===== src/rtl/wr_handshake_link.sv =====
module wr_handshake_link #(
  parameter int DW    = 8,
  parameter int DEPTH = 4
) (
  input  logic          clk,
  input  logic          rst_n,
  input  logic          in_valid,
  output logic          in_ready,
  input  logic [DW-1:0] in_data,
  output logic          req_o,
  input  logic          ack_i,
  output logic          send_o,
  output logic [DW-1:0] pdata_o
);
  localparam int AW = (DEPTH > 1) ? $clog2(DEPTH) : 1;
  localparam int CW = $clog2(DEPTH + 1);

  typedef enum logic [2:0] {IDLE, ASK, HOLD, XFER, DRAIN} st_t;
  st_t st;

  logic [DW-1:0] mem [DEPTH];
  logic [AW-1:0] wr_idx, rd_idx;
  logic [CW-1:0] count;
  logic          ack_m, ack_s;
  logic          push, pop;

  assign in_ready = (count < CW'(DEPTH));
  assign push     = in_valid && in_ready;
  assign pop      = (st == XFER) && ack_s;

  always_ff @(posedge clk) begin
    if (!rst_n) begin
      ack_m <= 1'b0;
      ack_s <= 1'b0;
    end else begin
      ack_m <= ack_i;
      ack_s <= ack_m;
    end
  end

  always_ff @(posedge clk) begin
    if (push) mem[wr_idx] <= in_data;
  end

  always_ff @(posedge clk) begin
    if (!rst_n) begin
      wr_idx <= '0;
      rd_idx <= '0;
      count  <= '0;
    end else begin
      if (push) wr_idx <= (wr_idx == AW'(DEPTH - 1)) ? '0 : wr_idx + 1'b1;
      if (pop)  rd_idx <= (rd_idx == AW'(DEPTH - 1)) ? '0 : rd_idx + 1'b1;
      count <= count + CW'(push) - CW'(pop);
    end
  end

  always_ff @(posedge clk) begin
    if (!rst_n) begin
      st      <= IDLE;
      req_o   <= 1'b0;
      send_o  <= 1'b0;
      pdata_o <= '0;
    end else begin
      unique case (st)
        IDLE:  if (count != '0) begin req_o <= 1'b1; st <= ASK; end
        ASK:   if (ack_s) begin
                 req_o   <= 1'b0;
                 pdata_o <= mem[rd_idx];
                 st      <= HOLD;
               end
        HOLD:  if (!ack_s) begin send_o <= 1'b1; st <= XFER; end
        XFER:  if (ack_s) begin send_o <= 1'b0; st <= DRAIN; end
        DRAIN: if (!ack_s) st <= IDLE;
        default: st <= IDLE;
      endcase
    end
  end


  req_rise_chk: assert property (@(posedge clk) disable iff (!rst_n)
    $rose(req_o) |-> ($past(count) != '0 && !$past(ack_s)));

  grant_drop_chk: assert property (@(posedge clk) disable iff (!rst_n)
    $fell(req_o) |-> ($past(ack_s) && !send_o));

  send_rise_chk: assert property (@(posedge clk) disable iff (!rst_n)
    $rose(send_o) |-> !$past(ack_s));

  data_stable_chk: assert property (@(posedge clk) disable iff (!rst_n)
    send_o |-> $stable(pdata_o));

  phase_excl_chk: assert property (@(posedge clk) disable iff (!rst_n)
    !(req_o && send_o));

  no_overflow_chk: assert property (@(posedge clk) disable iff (!rst_n)
    count <= CW'(DEPTH));
endmodule


===== config.mk =====
export PLATFORM = sky130hd
export DESIGN_NAME = wr_handshake_link
export DESIGN_NICKNAME = d
export VERILOG_FILES = /design/src/rtl/wr_handshake_link.sv
export SDC_FILE = /design/constraint.sdc
export NUM_CORES = 1
export LEC_CHECK = 0
export CAP_MARGIN = 15
export CORE_MARGIN = 5
export CORE_UTILIZATION = 45
export CTS_CLUSTER_DIAMETER = 100
export DETAILED_ROUTE_END_ITERATION = 16
export GPL_ROUTABILITY_DRIVEN = 0
export PLACE_DENSITY_LB_ADDON = 0.05
export REMOVE_ABC_BUFFERS = 1
export SYNTH_ARGS = -nofsm -noshare
export SYNTH_HDL_FRONTEND = slang
export SYNTH_SLANG_ARGS = --single-unit

===== constraint.sdc =====
create_clock -name clk -period 4.3 [get_ports clk]
set_clock_uncertainty 0.05 [all_clocks]
set_input_delay 1.075 -clock clk [delete_from_list [all_inputs] [get_ports clk]]
set_output_delay 1.075 -clock clk [all_outputs]
set_load 0.005 [all_outputs]

[Yosys cells after proc, flatten, opt, wreduce, memory -nomap -nowiden]
Memory sizes are Yosys's and may differ from the RTL's. A register that Yosys moved wholly into a read port is not among the register bits.
Cells that the tools add are included.
Cells by class
  $add $sub $neg: 4
  order comparisons: 1
  equality and inequality tests: 11
  mux-type cells: 15
  reduce and logical (&&, ||, !) cells: 11
Operator list (number)
  $mux 3: 5
  $pmux 3 s5: 1
  $ne 2x2->1 const B: 5
  $eq 3x2->1 const B: 2
  $reduce_and 3->1: 2
  $mux 1: 5
  $reduce_and 5->1: 1
  $add 2x1->2 const B: 2
  $eq 2x2->1 const B: 2
  $mux 2: 2
  $pmux 1 s2: 2
  $reduce_bool 2->1: 2
  $add 3x1->3: 1
  $eq 3x1->1 const B: 1
  $eq 3x3->1 const B: 1
  $logic_not 3->1: 1
  $lt 3x3->1 const B: 1
  $reduce_bool 3->1: 1
  $sub 3x1->3: 1
  $logic_and 1x1->1: 2
  $reduce_and 2->1: 1
  $logic_not 1->1: 1
Word-level totals
  register bits after elaboration: 14
  RAM bits: 32
  output and inout port bits: 11
  logic and storage cells: 51
  memories kept: 1
Memories
  mem: words 4, bits a word 8, rd ports 1, clocked after Yosys merged registers in 1, write ports 1, line 21  | logic [DW-1:0] mem [DEPTH];

[Longest topological paths before layout]
Gate-level depths: netlist of run 1.
  depth after elaboration: 4
  depth in mapped cells: 10

[Worst setup path before layout of run 1]
OpenSTA, ideal clock, no wires.
  path kind: input to register
  from: in in_valid
  to: reg count[2]
  library setup time: 115 ps
  data arrival time: 2689 ps
  setup slack: 1446 ps
  stages: 10
  buffers on the path: 1
  path through: nor2b_1 -> clkbuf_1 -> inv_1 -> ha_1 -> inv_1 -> ha_1 -> fa_1 -> xnor2_1 -> xnor2_1 -> and2_1
On the way
  word-level cells in the longest chain between the ends: 3
Ends and longest elaborated chain
  from (decl): line 7  | input logic in_valid,
  $logic_and 1x1->1: line 28  | assign push = in_valid && in_ready;
  $add 3x1->3: line 53  | count <= count + CW'(push) - CW'(pop);
  $sub 3x1->3: line 53
  to (signal assigned): line 53
  to (decl): line 23  | logic [CW-1:0] count;
No other way between the ends.
A chain may end at the register's enable or synchronous reset.

[Final worst setup path of run 1]
Same ends and word-level chain as after synthesis.

==> results of run 1 <==
cell families (layout without fill, tap and decap cells):
| group | count (synthesis) | after routing | share of synthesized area |
|---|---|---|---|
| AND/OR/NAND/NOR | 30 | 30 | 0.0853 |
| AO/OA/AOI/OAI | 16 | 16 | 0.0580 |
| multiplexers | 11 | 11 | 0.110 |
| adder cells (fa/ha/maj) | 8 | 8 | 0.0499 |
| XOR/XNOR | 3 | 3 | 0.0122 |
| flip-flops | 54 | 54 | 0.650 |
| buffers and inverters | 15 | 39 | 0.0354 |
power groups by stage:
stage | sequential (mW) | combinational (mW) | clock [mW]
after floorplan | 0.653 | 0.114 | 0
after global placement | 0.658 | 0.183 | 0
after detailed placement | 0.662 | 0.187 | 0
after CTS | 0.650 | 0.188 | 0.299
after global routing | 0.658 | 0.207 | 0.321
final | 0.649 | 0.184 | 0.288
area by class of cell:
cell class,count,area share
repair buffers,22,0.0882
inverters,9,0.0135
clock buffers,6,0.0331
clock inverters,2,0.00501
multi-input cells,68,0.272
well taps,54,0.0271
flip-flops and latches,54,0.561
stage by stage:
| step | setup slack (ns) | instances | util | hold slack [ns] | power, mW |
|---|---|---|---|---|---|
| 2_1_floorplan | 1.43 | 131 | - | 0.362 | 0.767 |
| 3_3_place_gp | 0.898 | 207 | 0.512 | 0.367 | 0.841 |
| 3_5_place_dp | 0.824 | 207 | 0.512 | 0.372 | 0.849 |
| 4_1_cts | 1.15 | 215 | 0.532 | 0.396 | 1.14 |
| 5_1_grt | 1.03 | 215 | 0.532 | 0.433 | 1.19 |
| 6_report | 1.16 | 215 | 0.532 | 0.390 | 1.12 |
layer usage:
layer  vias to the layer above  share of wire  global-route usage
met5                         -              0                   0
met4                         0          0.016              0.0464
met3                         7          0.041              0.0374
met2                        20           0.47               0.193
met1                       532           0.47               0.153
li1                        564              -                   -
state kept, by name, summed over array words and instances (netlist names):
name     flops
mem         32
pdata_o      8
count        3
st           3
rd_idx       2
wr_idx       2
ack_m        1
ack_s        1
req_o        1
send_o       1
cell usage after synthesis (3+ instances only):
library cell,number,area [um^2]
inv_1,8,30.0
mux4_1,7,184
a22o_1,8,70.1
nor2_1,4,15.0
nand2_1,4,15.0
edfxtp_1,32,961
mux2i_1,3,30.0
ha_1,7,87.6
and2_1,9,56.3
dfxtp_1,22,440
a21oi_1,3,15.0
path summary, 6_finish.rpt:
check             cells past startpoint        to     start
setup / recovery                     10  count[2]  in_valid
hold / removal                        1     ack_s     ack_m
setup reg to reg                      9  count[2]  count[2]
hold reg to reg                       1     ack_s     ack_m
critical path, stage by stage:
cell and delay [ns]:
clkdlybuf4s50_1 0.44, nor2b_1 0.38, inv_1 0.09, ha_1 0.30
inv_1 0.04, ha_1 0.18, fa_1 0.38, xnor2_1 0.15
xnor2_1 0.12, and2_1 0.15
cell usage in the layout, fill, tap and decap left out, types with 3 or more instances in the layout:
| cell type | count |
|---|---|
| edfxtp_1 | 32 |
| dfxtp_1 | 22 |
| clkdlybuf4s50_1 | 22 |
| and2_1 | 9 |
| inv_1 | 8 |
| a22o_1 | 8 |
| mux4_1 | 7 |
| ha_1 | 7 |
| clkbuf_8 | 6 |
| nor2_1 | 4 |
| nand2_1 | 4 |
| mux2i_1 | 3 |
| a21oi_1 | 3 |
==> metrics.cfg, run 1 <==
[synth]
yosysSeqAreaShare=0.650
syn_area_per_cell_um2=15.7
synth-main-ff-cell=edfxtp_1
synth_area_um2=2160
synthCells=137
synth_cell_types=34
async_flop_share=0
synth_seq_cells=54
yosysWarnings=0
synth-edff-count=32

[clock_network]
ctsHtreeMaxLevel=2
clk_pin_slew_ns=0.09
cts_buffers=5
clkLatencyLatePin_ns=0.30
clock_sinks=54
ctsResizeCount=0
postCtsHoldBufs=0
cts_setup_buffers=0
clockBufferDepth=2
root_buffer=clkbuf_8
tritoncts=yes

[worst_setup_path]
worstSetupPathType=in -> reg
cp-end-kind=flop
crit_required_ns=4.46
r2r_setup_slack_ns=2.06
cp_max_fo=7
start_kind=input port
worst_ep_arrival_time_ns=3.30

[die]
io_pins=23
initial_core_util=0.460
core_area_um2=4690
rows=25
dieArea_um2=6280
fp.dieH_um=79.2
dieWidth_um=79.2

[power]
p_seq_frac=0.579
clkPwrFrac=0.257
p_int_mw=0.842
p_leak_nw=0.892
combPwrFrac=0.164
sw_frac_of_total=0.249
powerDensity_nw_per_um2=449
p_sw_mw=0.279
peakVddDrop_mv=0.247

[layout]
fin_area_um2=2500
seq_area_um2=1400
area_growth_syn_to_layout_pct=15.8
final.fill_count=391
antennaDiodeCount=0
layout-drive-gt1-share=0.0683
multi_input_area_um2=679
nets=180

[route]
drc=0
dr.pass1.iters=2
via_count=1123
wl_per_cell_um=15.6
via_per_inst=5.22
drtIter0Drc=38
ant_nets=0
drt_wl_total_um=3350

[placed_design]
dp_hpwl_um=2400
io_buffer_count=22
placed_area_um2=2400

[global_routing]
grt_max_degree=17
grt_pass1_wl_um=5620
grt_usage=0.120
grt_pass1_vias=1132
grt_remaining_overflow=0
antenna_found_initial=0

[sta]
min_period_ns=3.14
fmax_mhz=318
setup_tns_ns=0
rsz0062_at_grt=no
setup_viol=0
slew_viol_final=0
hold_viol_final=0
worst_slew_pin_slew_ns=0.521
period_share=0.731
slew_headroom=0.644

[min_path]
hold_class=reg -> reg

[run]
cap_violations=0

[outcome]
outcome=complete, no violations

Note: power is estimated with default switching activity, not from simulation.
==> run 2: changes to the inputs <==
Clock period 4.3 ns to 2.6 ns, I/O delays scaled along.
==> run 2 against run 1 <==
Net effect:
- power increased by 64%
- utilization increased by 0.27 points
- setup slack got worse by 1.0 ns
- critical path depth unchanged
- clock power increased by 55%
- die area unchanged
- worst hold slack improved by 0.028 ns
- sequential share of layout area decreased by 0.28 points
- routed wire length increased by 0.42%
- largest cell class unchanged
- highest routed layer unchanged
==> metrics.cfg, run 2 (synthesis gave the netlist of run 1 again) <==
[die]
fp.dieH_um=79.2
io_pins=23
rows=25
core_area_um2=4690
initial_core_util=0.460
dieWidth_um=79.2
dieArea_um2=6280

[sta]
worst_slew_pin_slew_ns=0.569
slew_headroom=0.620
fmax_mhz=405
period_share=0.950
min_period_ns=2.47
setup_viol=0
rsz0062_at_grt=no
finalWorstSetupSlack_ns=0.129
slew_viol_final=0
hold_viol_final=0

[layout]
largest_reg_flops=32
antennaDiodeCount=0
layout-drive-gt1-share=0.0859
seq_area_um2=1400
multi_input_area_um2=682
most-common-layout-cells=edfxtp_1, dfxtp_1, clkdlybuf4s50_1
nets=182
fin_area_um2=2510
final.fill_count=374
area_growth_syn_to_layout_pct=16.4
final_common_cell=edfxtp_1
regMostFlops=mem
top_regs=mem x32, pdata_o x8

[clock_network]
postCtsHoldBufs=0
tritoncts=yes
ctsHtreeMaxLevel=2
clockBufferDepth=2
clk_pin_slew_ns=0.09
clkLatencyLatePin_ns=0.30
root_buffer=clkbuf_8
clock_sinks=54
cts_buffers=5
cts_setup_buffers=0

[route]
drtIter0Drc=47
wl_per_cell_um=15.5
via_per_inst=5.22
drt_wl_total_um=3370
via_count=1133
drc=0
dr.pass1.iters=4
ant_nets=0

[power]
powerDensity_nw_per_um2=732
peakVddDrop_mv=0.334
sw_frac_of_total=0.252
p_int_mw=1.37
clkPwrFrac=0.243
combPwrFrac=0.172
p_seq_frac=0.585
p_leak_nw=0.899
p_sw_mw=0.462

[outcome]
outcome=complete, no violations

[min_path]
hold_class=reg -> reg

[worst_setup_path]
cp-end-kind=flop
crit_chain=clkdlybuf4s50_1, nor2b_2, inv_1, ha_1, inv_1, ha_1, fa_1, xnor2_1, xnor2_1, and2_1
worst_ep_arrival_time_ns=2.62
worstSetupPathType=in -> reg
crit_required_ns=2.74
slowest_delay_ns=0.45
cp_top_family=adder cells
critPathSlowestCell=clkdlybuf4s50_1
start_kind=input port
cp.buffers_inverters=3
cp_max_fo=2

[global_routing]
antenna_found_initial=0
grt_remaining_overflow=0
grt_pass1_vias=1169
grt_pass1_wl_um=5610
grt_usage=0.120
grt_max_degree=18

[placed_design]
placed_area_um2=2420
io_buffer_count=22
place_ws_ns=-0.215
dp_hpwl_um=2410

[run]
cap_violations=0

## run 2: changes by cell type in the layout (fill, tap and decap cells not counted), sizes merged
cell / delta
buf: +2
clkbuf: -1
clkinv: +1
## run 2: power by group through the flow
stage / registers (mW) / logic, mW / clock network (mW)
2_1_floorplan: 1.08 / 0.188 / 0
3_3_place_gp: 1.09 / 0.305 / 0
3_5_place_dp: 1.09 / 0.322 / 0
4_1_cts: 1.07 / 0.323 / 0.461
5_1_grt: 1.09 / 0.357 / 0.510
6_report: 1.08 / 0.316 / 0.445
## run 2: repair_timing
item / 4_1_cts / 5_1_grt
gates resized for setup: 0 / 1
endpoints found under the setup margin: 0 / 1
endpoints found under the hold margin: 0 / 0
## run 2: final cells by class
cell class / instances / area share
inverter: 9 / 0.0135
clock buffer: 5 / 0.0274
timing repair buffer: 24 / 0.0937
clock inverter: 3 / 0.00847
tap: 54 / 0.0269
multi-input combinational: 68 / 0.272
sequential: 54 / 0.558
## run 2: final timing paths
path | startpoint | endpoint | slack [ns] | cells past startpoint
worst max-delay path | in_valid | count[2] | 0.13 | 10
worst min-delay path | ack_m | ack_s | 0.42 | 1
worst max register to register | st[2] | count[2] | 0.34 | 9
worst min register to register | ack_m | ack_s | 0.42 | 1
## run 2: stage by stage
stage / instances / util / power [mW] / hold slack (ns) / setup TNS (ns)
2_1_floorplan: 131 / - / 1.27 / 0.362 / 0
3_3_place_gp: 209 / 0.515 / 1.39 / 0.369 / -0.117
3_5_place_dp: 209 / 0.515 / 1.42 / 0.405 / -0.215
4_1_cts: 217 / 0.534 / 1.86 / 0.428 / 0
5_1_grt: 217 / 0.535 / 1.96 / 0.443 / 0
6_report: 217 / 0.535 / 1.84 / 0.417 / 0
## run 2: metal layers
layer | GRT usage | part of all wire | vias up
met2 | 0.192 | 0.49 | 18
met5 | 0 | 0 | -
li1 | - | - | 561
met3 | 0.0272 | 0.031 | 4
met1 | 0.158 | 0.47 | 550
met4 | 0.0515 | 0.013 | 0
==> run 3: changes to the inputs <==
Settings changed: CAP_MARGIN 15 to 20, CELL_PAD_IN_SITES_DETAIL_PLACEMENT set to 1, CELL_PAD_IN_SITES_GLOBAL_PLACEMENT set to 2, CORE_UTILIZATION 45 to 36, PLACE_DENSITY_LB_ADDON 0.05 to 0.1.
==> run 3 against run 2 <==
Net effect:
- combinational power increased by 2%
- largest power group unchanged
- clock-buffer cell count is the same
- via count rose by 3.3%
- setup slack lost 0.048 ns
- maximum frequency down 1.9%
- non-clock buffer count rose by 1
- highest routed layer unchanged
- cell area up 2.3%
- clock power rose by 29%
- worst hold slack lost 0.018 ns
- critical path depth stayed put
- global-route usage down 0.80 points
- die area increased by 22%
- critical endpoint unchanged
==> metrics.cfg, run 3 (synthesis gave the netlist of run 1 again) <==
[layout]
area_growth_syn_to_layout_pct=19.1
most-common-layout-cells=edfxtp_1, dfxtp_1, clkdlybuf4s50_1
largest_reg_flops=32
final.fill_count=599
layout-drive-gt1-share=0.0915
nets=183
regMostFlops=mem
antennaDiodeCount=0
utilization=0.436
top_regs=mem x32, pdata_o x8
final_common_cell=edfxtp_1

[power]
p_leak_nw=0.914
combPwrFrac=0.163
sw_frac_of_total=0.251
peakVddDrop_mv=0.315
powerDensity_nw_per_um2=769
p_int_mw=1.48
p_sw_mw=0.496
p_seq_frac=0.545
clkPwrFrac=0.292
finalPower_mw=1.97

[global_routing]
grt_pass1_vias=1254
grt_pass1_wl_um=6330
grt_usage=0.112
grt_remaining_overflow=0
grt_max_degree=19
antenna_found_initial=0

[route]
drtIter0Drc=74
ant_nets=0
wl_per_cell_um=16.2
drc=0
via_per_inst=4.90
dr.pass1.iters=4
drt_wl_total_um=3860
via_count=1170

[clock_network]
clockBufferDepth=2
clkLatencyLatePin_ns=0.31
cts_buffers=5
ctsHtreeMaxLevel=2
postCtsHoldBufs=0
clock_sinks=54
tritoncts=yes
ctsResizeCount=0
cts_setup_buffers=0
clk_pin_slew_ns=0.10
root_buffer=clkbuf_8

[worst_setup_path]
cp_top_family=adder cells
worst_ep_arrival_time_ns=2.68
cp_max_fo=2
cp.buffers_inverters=3
crit_required_ns=2.76
start_kind=input port
worstSetupPathType=in -> reg
cp-end-kind=flop
critPathSlowestCell=clkdlybuf4s50_1
slowest_delay_ns=0.45
crit_chain=clkdlybuf4s50_1, nor2b_1, inv_1, ha_1, inv_1, ha_1, fa_1, xnor2_1, xnor2_1, and2_1

[die]
rows=28
core_area_um2=5890
io_pins=23
fp.dieH_um=87.4
dieArea_um2=7640
initial_core_util=0.366
dieWidth_um=87.4

[sta]
worst_slew_pin_slew_ns=0.586
setup_viol=0
finalWorstSetupSlack_ns=0.0808
rsz0062_at_grt=no
slew_viol_final=0
fmax_mhz=397
hold_viol_final=0
period_share=0.969
slew_headroom=0.599
min_period_ns=2.52

[placed_design]
io_buffer_count=22
dp_hpwl_um=2820
place_ws_ns=-0.283

[min_path]
hold_class=reg -> reg

[outcome]
outcome=complete, no violations

[run]
cap_violations=0

## run 3: cell count changes in the layout (fill, tap and decap cells not counted), sizes merged
cell / change
bufinv: +1
buf: +1
clkinvlp: +1
inv: +1
clkinv: -3
## run 3: per-stage QoR
step / std cells / hold slack [ns] / setup TNS, ns / area, um^2
after detailed placement: 231 / 0.383 / -0.299 / 2450
after global placement: 231 / 0.367 / -0.120 / 2450
after CTS: 239 / 0.409 / 0 / 2570
final: 239 / 0.399 / 0 / 2570
after global routing: 239 / 0.432 / 0 / 2570
after floorplan: 131 / 0.362 / 0 / 2110
## run 3: path summary, 6_finish.rpt
path | startpoint | cells past startpoint | slack (ns) | end
setup / recovery | in_valid | 10 | 0.08 | count[2]
hold / removal | ack_m | 1 | 0.40 | ack_s
setup reg to reg | st[2] | 9 | 0.34 | count[2]
hold reg to reg | ack_m | 1 | 0.40 | ack_s
## run 3: cell type report
class                           instances  area, um^2  area share
Tap cell                               75        93.8      0.0365
Clock buffer                            5        68.8      0.0268
Clock inverter                          3        48.8      0.0190
Multi-Input combinational cell         68         679       0.264
Sequential cell                        54        1400       0.546
Timing Repair Buffer                   25         243      0.0945
Inverter                                9        33.8      0.0132
## run 3: metal layers
metal  part of all wire  vias up  track usage  wire [um]
met5                  0        -            0          0
met4              0.015        0       0.0377         57
met3              0.044        7       0.0360        169
met2               0.50       21        0.186       1940
met1               0.44      579        0.138       1700
li1                   -      563            -          -
## run 3: power by group through the flow
stage               combinational (mW)  sequential, mW  clock, mW
floorplan                        0.188            1.08          0
global placement                 0.313            1.09          0
detailed placement               0.332            1.10          0
CTS                              0.334            1.08      0.587
global route                     0.361            1.09      0.638
finish                           0.323            1.08      0.576
